`src/rtl/opnd_buf_pkg.sv`:
```
package opnd_buf_pkg;
  typedef enum logic [2:0] {
    CMD_NONE,
    CMD_CLEAR,
    CMD_WRITE,
    CMD_DESC,
    CMD_ASC,
    CMD_PEEK
  } cmd_e;
endpackage

```
`src/rtl/opnd_buf_ctrl.sv`:
```
module opnd_buf_ctrl
  import opnd_buf_pkg::*;
#(
  parameter int NUM_BYTES = 4,
  localparam int CNT_W = $clog2(NUM_BYTES + 1),
  localparam int IDX_W = $clog2(NUM_BYTES)
) (
  input  logic                 clk_i,
  input  logic                 rst_ni,
  input  logic                 clear_i,
  input  logic                 wr_en_i,
  input  logic                 rd_asc_i,
  input  logic                 peek_i,
  input  logic                 rd_desc_i,
  output logic [CNT_W-1:0]     count_o,
  output logic [NUM_BYTES-1:0] lane_we_o,
  output logic [IDX_W-1:0]     sel_o,
  output logic                 byte_ld_o,
  output logic                 clear_o,
  output logic                 error_o
);
  localparam logic [CNT_W-1:0] FULL = CNT_W'(NUM_BYTES);

  cmd_e             cmd;
  logic             legal;
  logic [CNT_W-1:0] cnt_q, ptr_q, sel_full;
  logic             err_q;

  // fixed priority: clear, write, pop, ascending read, peek
  always_comb begin
    if (clear_i)        cmd = CMD_CLEAR;
    else if (wr_en_i)   cmd = CMD_WRITE;
    else if (rd_desc_i) cmd = CMD_DESC;
    else if (rd_asc_i)  cmd = CMD_ASC;
    else if (peek_i)    cmd = CMD_PEEK;
    else                cmd = CMD_NONE;
  end

  always_comb begin
    unique case (cmd)
      CMD_WRITE:         legal = cnt_q < FULL;
      CMD_DESC:          legal = cnt_q != '0;
      CMD_ASC, CMD_PEEK: legal = ptr_q < cnt_q;
      default:           legal = 1'b1;
    endcase
  end

  always_ff @(posedge clk_i or negedge rst_ni) begin
    if (!rst_ni) begin
      cnt_q <= '0;
      ptr_q <= '0;
      err_q <= 1'b0;
    end else begin
      err_q <= (cmd != CMD_NONE) && !legal;
      if (cmd == CMD_CLEAR) begin
        cnt_q <= '0;
        ptr_q <= '0;
      end else if (legal) begin
        if (cmd == CMD_WRITE) cnt_q <= cnt_q + CNT_W'(1);
        if (cmd == CMD_DESC)  cnt_q <= cnt_q - CNT_W'(1);
        if (cmd == CMD_ASC)   ptr_q <= ptr_q + CNT_W'(1);
      end
    end
  end

  for (genvar i = 0; i < NUM_BYTES; i++) begin : g_we
    assign lane_we_o[i] = (cmd == CMD_WRITE) && legal && (cnt_q == CNT_W'(i));
  end

  assign sel_full  = (cmd == CMD_DESC) ? cnt_q - CNT_W'(1) : ptr_q;
  assign sel_o     = sel_full[IDX_W-1:0];
  assign byte_ld_o = legal && (cmd == CMD_DESC || cmd == CMD_ASC || cmd == CMD_PEEK);
  assign clear_o   = cmd == CMD_CLEAR;
  assign count_o   = cnt_q;
  assign error_o   = err_q;

  always_comb begin
    a_r11_count_bound: assert (!rst_ni || (cnt_q <= FULL && ptr_q <= FULL));
  end

  a_r2_write_count: assert property (@(posedge clk_i) disable iff (!rst_ni)
    (wr_en_i && !clear_i && count_o < FULL) |=> count_o == $past(count_o) + CNT_W'(1));

  a_r5_pop_count: assert property (@(posedge clk_i) disable iff (!rst_ni)
    (rd_desc_i && !wr_en_i && !clear_i && count_o != '0) |=> count_o == $past(count_o) - CNT_W'(1));

  a_r6_clear_ptrs: assert property (@(posedge clk_i) disable iff (!rst_ni)
    clear_i |=> (count_o == '0 && ptr_q == '0 && !error_o));

  a_r7_full_write: assert property (@(posedge clk_i) disable iff (!rst_ni)
    (wr_en_i && !clear_i && count_o == FULL) |=> (error_o && $stable(count_o)));

  a_r9_empty_pop: assert property (@(posedge clk_i) disable iff (!rst_ni)
    (rd_desc_i && !wr_en_i && !clear_i && count_o == '0) |=> (error_o && count_o == '0));

  a_r8_ptr_hold: assert property (@(posedge clk_i) disable iff (!rst_ni)
    (!clear_i && !wr_en_i && !rd_desc_i && rd_asc_i && ptr_q >= count_o) |=> (error_o && $stable(ptr_q)));
endmodule

```
`src/rtl/opnd_buf_store.sv`:
```
module opnd_buf_store #(
  parameter int NUM_BYTES = 4,
  parameter int BYTE_W    = 8,
  localparam int IDX_W    = $clog2(NUM_BYTES),
  localparam int WORD_W   = NUM_BYTES * BYTE_W
) (
  input  logic                 clk_i,
  input  logic                 rst_ni,
  input  logic                 clear_i,
  input  logic [NUM_BYTES-1:0] lane_we_i,
  input  logic [BYTE_W-1:0]    wr_byte_i,
  input  logic [IDX_W-1:0]     sel_i,
  input  logic                 byte_ld_i,
  output logic [BYTE_W-1:0]    byte_o,
  output logic [WORD_W-1:0]    word_o
);
  logic [BYTE_W-1:0] lane_q [NUM_BYTES];
  logic [BYTE_W-1:0] byte_q;

  for (genvar i = 0; i < NUM_BYTES; i++) begin : g_lane
    always_ff @(posedge clk_i or negedge rst_ni) begin
      if (!rst_ni)           lane_q[i] <= '0;
      else if (clear_i)      lane_q[i] <= '0;
      else if (lane_we_i[i]) lane_q[i] <= wr_byte_i;
    end
    assign word_o[i*BYTE_W +: BYTE_W] = lane_q[i];
  end

  always_ff @(posedge clk_i or negedge rst_ni) begin
    if (!rst_ni)        byte_q <= '0;
    else if (clear_i)   byte_q <= '0;
    else if (byte_ld_i) byte_q <= lane_q[sel_i];
  end

  assign byte_o = byte_q;

  always_comb begin
    a_r2_one_lane: assert (!rst_ni || $onehot0(lane_we_i));
  end

  a_r6_clear_word: assert property (@(posedge clk_i) disable iff (!rst_ni)
    clear_i |=> (word_o == '0 && byte_o == '0));

  a_r11_byte_hold: assert property (@(posedge clk_i) disable iff (!rst_ni)
    (!clear_i && !byte_ld_i) |=> $stable(byte_o));

  a_r5_lane_keep: assert property (@(posedge clk_i) disable iff (!rst_ni)
    (!clear_i && lane_we_i == '0) |=> $stable(word_o));
endmodule

```
`src/rtl/opnd_buf.sv`:
```
module opnd_buf #(
  parameter int NUM_BYTES = 4,
  parameter int BYTE_W    = 8,
  localparam int CNT_W    = $clog2(NUM_BYTES + 1),
  localparam int IDX_W    = $clog2(NUM_BYTES),
  localparam int WORD_W   = NUM_BYTES * BYTE_W
) (
  input  logic              clk_i,
  input  logic              rst_ni,
  input  logic              clear_i,
  input  logic              wr_en_i,
  input  logic [BYTE_W-1:0] wr_byte_i,
  input  logic              rd_asc_i,
  input  logic              peek_i,
  input  logic              rd_desc_i,
  output logic [BYTE_W-1:0] byte_o,
  output logic [WORD_W-1:0] word_o,
  output logic [CNT_W-1:0]  count_o,
  output logic              error_o
);
  logic [NUM_BYTES-1:0] lane_we;
  logic [IDX_W-1:0]     sel;
  logic                 byte_ld, clr;

  opnd_buf_ctrl #(.NUM_BYTES(NUM_BYTES)) u_ctrl (
    .clk_i     (clk_i),
    .rst_ni    (rst_ni),
    .clear_i   (clear_i),
    .wr_en_i   (wr_en_i),
    .rd_asc_i  (rd_asc_i),
    .peek_i    (peek_i),
    .rd_desc_i (rd_desc_i),
    .count_o   (count_o),
    .lane_we_o (lane_we),
    .sel_o     (sel),
    .byte_ld_o (byte_ld),
    .clear_o   (clr),
    .error_o   (error_o)
  );

  opnd_buf_store #(.NUM_BYTES(NUM_BYTES), .BYTE_W(BYTE_W)) u_store (
    .clk_i     (clk_i),
    .rst_ni    (rst_ni),
    .clear_i   (clr),
    .lane_we_i (lane_we),
    .wr_byte_i (wr_byte_i),
    .sel_i     (sel),
    .byte_ld_i (byte_ld),
    .byte_o    (byte_o),
    .word_o    (word_o)
  );
endmodule

```
`config.mk`:
```
export PLATFORM = sky130hd
export DESIGN_NAME = opnd_buf
export DESIGN_NICKNAME = d
export VERILOG_FILES = /design/src/rtl/opnd_buf_pkg.sv /design/src/rtl/opnd_buf_ctrl.sv /design/src/rtl/opnd_buf_store.sv /design/src/rtl/opnd_buf.sv
export SDC_FILE = /design/constraint.sdc
export NUM_CORES = 1
export LEC_CHECK = 0
export ABC_AREA = 0
export ABC_CLOCK_PERIOD_IN_PS = 2700
export BUFFER_PORTS_ARGS = -buffer_cell sky130_fd_sc_hd__buf_4
export CORE_MARGIN = 8
export CORE_UTILIZATION = 53
export CTS_CLUSTER_DIAMETER = 100
export DETAILED_ROUTE_END_ITERATION = 8
export PLACE_DENSITY = 0.86
export SETUP_SLACK_MARGIN = 0.02
export SYNTH_ARGS = -nofsm -noshare
export SYNTH_HDL_FRONTEND = slang
export SYNTH_SLANG_ARGS = --single-unit
```
`constraint.sdc`:
```
create_clock -name clk_i -period 2.7 [get_ports clk_i]
set_clock_uncertainty 0.2 [all_clocks]
set_input_delay 0.405 -clock clk_i [delete_from_list [all_inputs] [get_ports clk_i]]
set_output_delay 0.405 -clock clk_i [all_outputs]
set_load 0.01 [all_outputs]
```
==> flow_metrics.tcl <==
set metrics [dict create \
    cts.sinks 47 \
    holdPathEnd "u_store.word_o[23]$_DFFE_PN0P_" \
    fin_tns_setup_ps 0 \
    avgSynthCellArea_um2 9.95 \
    slew_viol_final 0 \
    crit_type "flip-flop to flip-flop" \
    post-place-ws_ps 209 \
    cp_max_fo 10 \
    n_antenna_cell 0 \
    h-tree-depth 2 \
    worstHoldPathType "primary input to flip-flop" \
    drcViolationCount 0 \
    cts_resized 0 \
    rsz0062_at_grt "no" \
    reg2reg_setup_slack_ps 180 \
    first_iter_violations 195 \
    slew_headroom_pct 60.9 \
    clk_latency_ps 310 \
    ys_types 34 \
    reg2reg_from "u_ctrl.count_o[1]$_DFFE_PN0P_" \
    yosysTopAreaCell "dfrtp_1" \
    p_leak_uw 0.00157 \
    min_from "wr_byte_i[7]" \
    status "completed" \
    ys_seq_area_share_pct 47.7 \
    maxCapViolCount 0 \
    final_nets 332 \
    die_x_um 84.2 \
    worstMarginPinSlew_ps 586 \
    yosys_register_bits 47 \
    dpl.hpwl_mm 4.75 \
    slowest_delay_ps 440 \
    rr_endpoint "u_ctrl.count_o[1]$_DFFE_PN0P_" \
    ios 59 \
    top_usage_layer "met2" \
    period_needed_ps 2520 \
    cp_data_required_time_ps 2680 \
    synth_area_leaders "dfrtp_1, mux2i_1, nand2_1" \
    yosysWarnings 0 \
    wire_per_inst_um 18.1 \
    syn2layout_area_growth_pct 24.8 \
    clk_path_buf_depth 2 \
    multi_input_area_um2 1200 \
    use_met2_pct 27.9 \
    syn-num-nets 272 \
    cp-start-kind "flip-flop" \
    initial_core_util_pct 53.7 \
    layout_commonest_cell "buf_4" \
    netlist_area_um2 2470 \
    ctsHoldBuffers 1 \
    die_h_um 84.2 \
    syn_inst 248 \
    gr-total-overflow 0 \
    cts_root_buf "clkbuf_8" \
    final_cell_mix "buf_4, nand2_1, dfrtp_1" \
    core_area_um2 4600 \
    rr_worst_depth 7 \
    cts_setup_buffers 0 \
    nFillCells 366 \
    hold_viol_final 0 \
    grt_util_met3_pct 4.84 \
    io_buffers 58 \
    cts_tree "done" \
    critical_path_arrival_ps 2500 \
    powerDensity_nw_per_um2 514 \
    cp_num_buf_inv 1 \
    worst_setup_path_end_kind "flip-flop" \
    antenna_found_initial 0 \
    fmax_mhz 397 \
    grtUsageMet1_pct 24.9 \
    period_share_pct 93.3 \
    grt_pass1_wl_mm 10.8 \
    final_antenna_net_count 0 \
    ff_latch_area_um2 1180 \
    ir_drop_mv 0.323 \
    drt-total-wl_mm 6.56 \
    track_usage_pct 18.6 \
    die-area_um2 7090 \
    fin_ws_ps 180 \
    critical_path.top_delay_family "compound AO/OA/AOI/OAI gates" \
    grt_start_max_net_pins 48 \
    viasPerCell 5.70 \
    first_pass_iters 4 \
    cp_slowest_cell "dfrtp_1" \
    vias 2069 \
    drive_above_1_share_pct 25.6 \
    whs_path_depth 3 \
    gp_congestion 0.963 \
    clkTransAtPathRegs_ps 90 \
    cts_made_buffers 5 \
    core.rowCount 25 \
    grt_pass1_vias 2117 \
    synth_top_area_share_pct 47.7 \
    crit_chain "inv_1, ha_1, a21o_1, a2111oi_4, nor2_2, or3b_1, o311ai_0" \
    finalSetupViolations 0 \
]
report_power, final:
group | internal, µW | switching [µW] | total, µW
Sequential | 729 | 29.0 | 758
Clock | 281 | 254 | 535
Combinational | 124 | 165 | 289
Total | 1130 | 448 | 1580
worst register-to-register path, delay by kind of cell, from the launching register on:
kind	cells	cell delay, ps
AOI/OAI and AO/OA	3	730
and+or+nand+nor	2	560
DFF	1	440
adders and majority gates	1	320
buffers and inverters	1	160
state kept, by name, indices dropped and copies added, names as in the netlist:
name	flops
u_store.byte_o	8
u_ctrl.count_o	3
u_ctrl.ptr_q	3
u_ctrl.error_o	1
u_store.word_o	32
routing by layer:
| layer | wire length (µm) | share of wire (%) | vias up |
|---|---|---|---|
| li1 | - | - | 969 |
| met1 | 2900 | 44 | 1018 |
| met2 | 3130 | 48 | 71 |
| met3 | 398 | 6.1 | 11 |
| met4 | 130 | 2.0 | 0 |
| met5 | 0 | 0 | - |
area by class of cell:
type | count | area share (%)
clock buffers | 5 | 2.23
clock inverters | 3 | 1.54
inverters | 3 | 0.366
multi-input cells | 186 | 39.1
flip-flops and latches | 47 | 38.2
well taps | 54 | 2.19
repair buffers | 65 | 16.3
cell usage after synthesis, drive strengths merged:
| cell | n |
|---|---|
| dfrtp | 47 |
| nor4 | 1 |
| a31oi | 1 |
| o211ai | 1 |
| o21ai | 5 |
| mux2i | 33 |
| ha | 9 |
| xor2 | 1 |
| nand2 | 54 |
| o311ai | 1 |
| nand3 | 1 |
| or3 | 3 |
| or3b | 2 |
| nor2 | 17 |
| inv | 3 |
| a21o | 9 |
| a221oi | 1 |
| clkbuf | 7 |
| or2b | 1 |
| buf | 5 |
| and2 | 3 |
| a21oi | 30 |
| nand2b | 3 |
| nor3b | 9 |
| a2111oi | 1 |
kinds of logic (layout without fill, tap and decap cells):
| family | count (synthesis) | in the layout | synth area share (%) |
|---|---|---|---|
| xor+xnor | 1 | 1 | 0.355 |
| compound gates | 49 | 49 | 12.8 |
| mux | 33 | 33 | 13.4 |
| buf+inv | 15 | 76 | 3.50 |
| simple gates | 94 | 94 | 17.7 |
| flops | 47 | 47 | 47.7 |
| fa+ha+maj | 9 | 9 | 4.56 |
how the worst max path moves through the flow:
stage | startpoint | to | slack [ps] | cells past startpoint
after CTS | u_ctrl.count_o[1]$_DFFE_PN0P_ | u_ctrl.count_o[1]$_DFFE_PN0P_ | 190 | 7
final | u_ctrl.count_o[1]$_DFFE_PN0P_ | u_ctrl.count_o[1]$_DFFE_PN0P_ | 180 | 7
after floorplan | u_ctrl.count_o[1]$_DFFE_PN0P_ | u_store.byte_o[5]$_DFFE_PN0P_ | 350 | 9
after global routing | u_ctrl.count_o[1]$_DFFE_PN0P_ | u_ctrl.count_o[1]$_DFFE_PN0P_ | 30 | 7
after detailed placement | u_ctrl.count_o[1]$_DFFE_PN0P_ | u_ctrl.count_o[1]$_DFFE_PN0P_ | 210 | 7
after global placement | u_ctrl.count_o[1]$_DFFE_PN0P_ | u_ctrl.count_o[1]$_DFFE_PN0P_ | 350 | 7
metrics by stage:
step	hold slack, ps	instances	instance area (µm²)	power, µW	utilization [%]
after detailed placement	249	354	2950	1060	64.2
after global routing	153	363	3080	1650	67.0
after global placement	245	354	2950	1050	64.2
after floorplan	-90.6	248	2470	932	-
final	162	363	3080	1580	67.0
after CTS	157	363	3080	1590	67.0
Power figures use the tool's default switching activity.
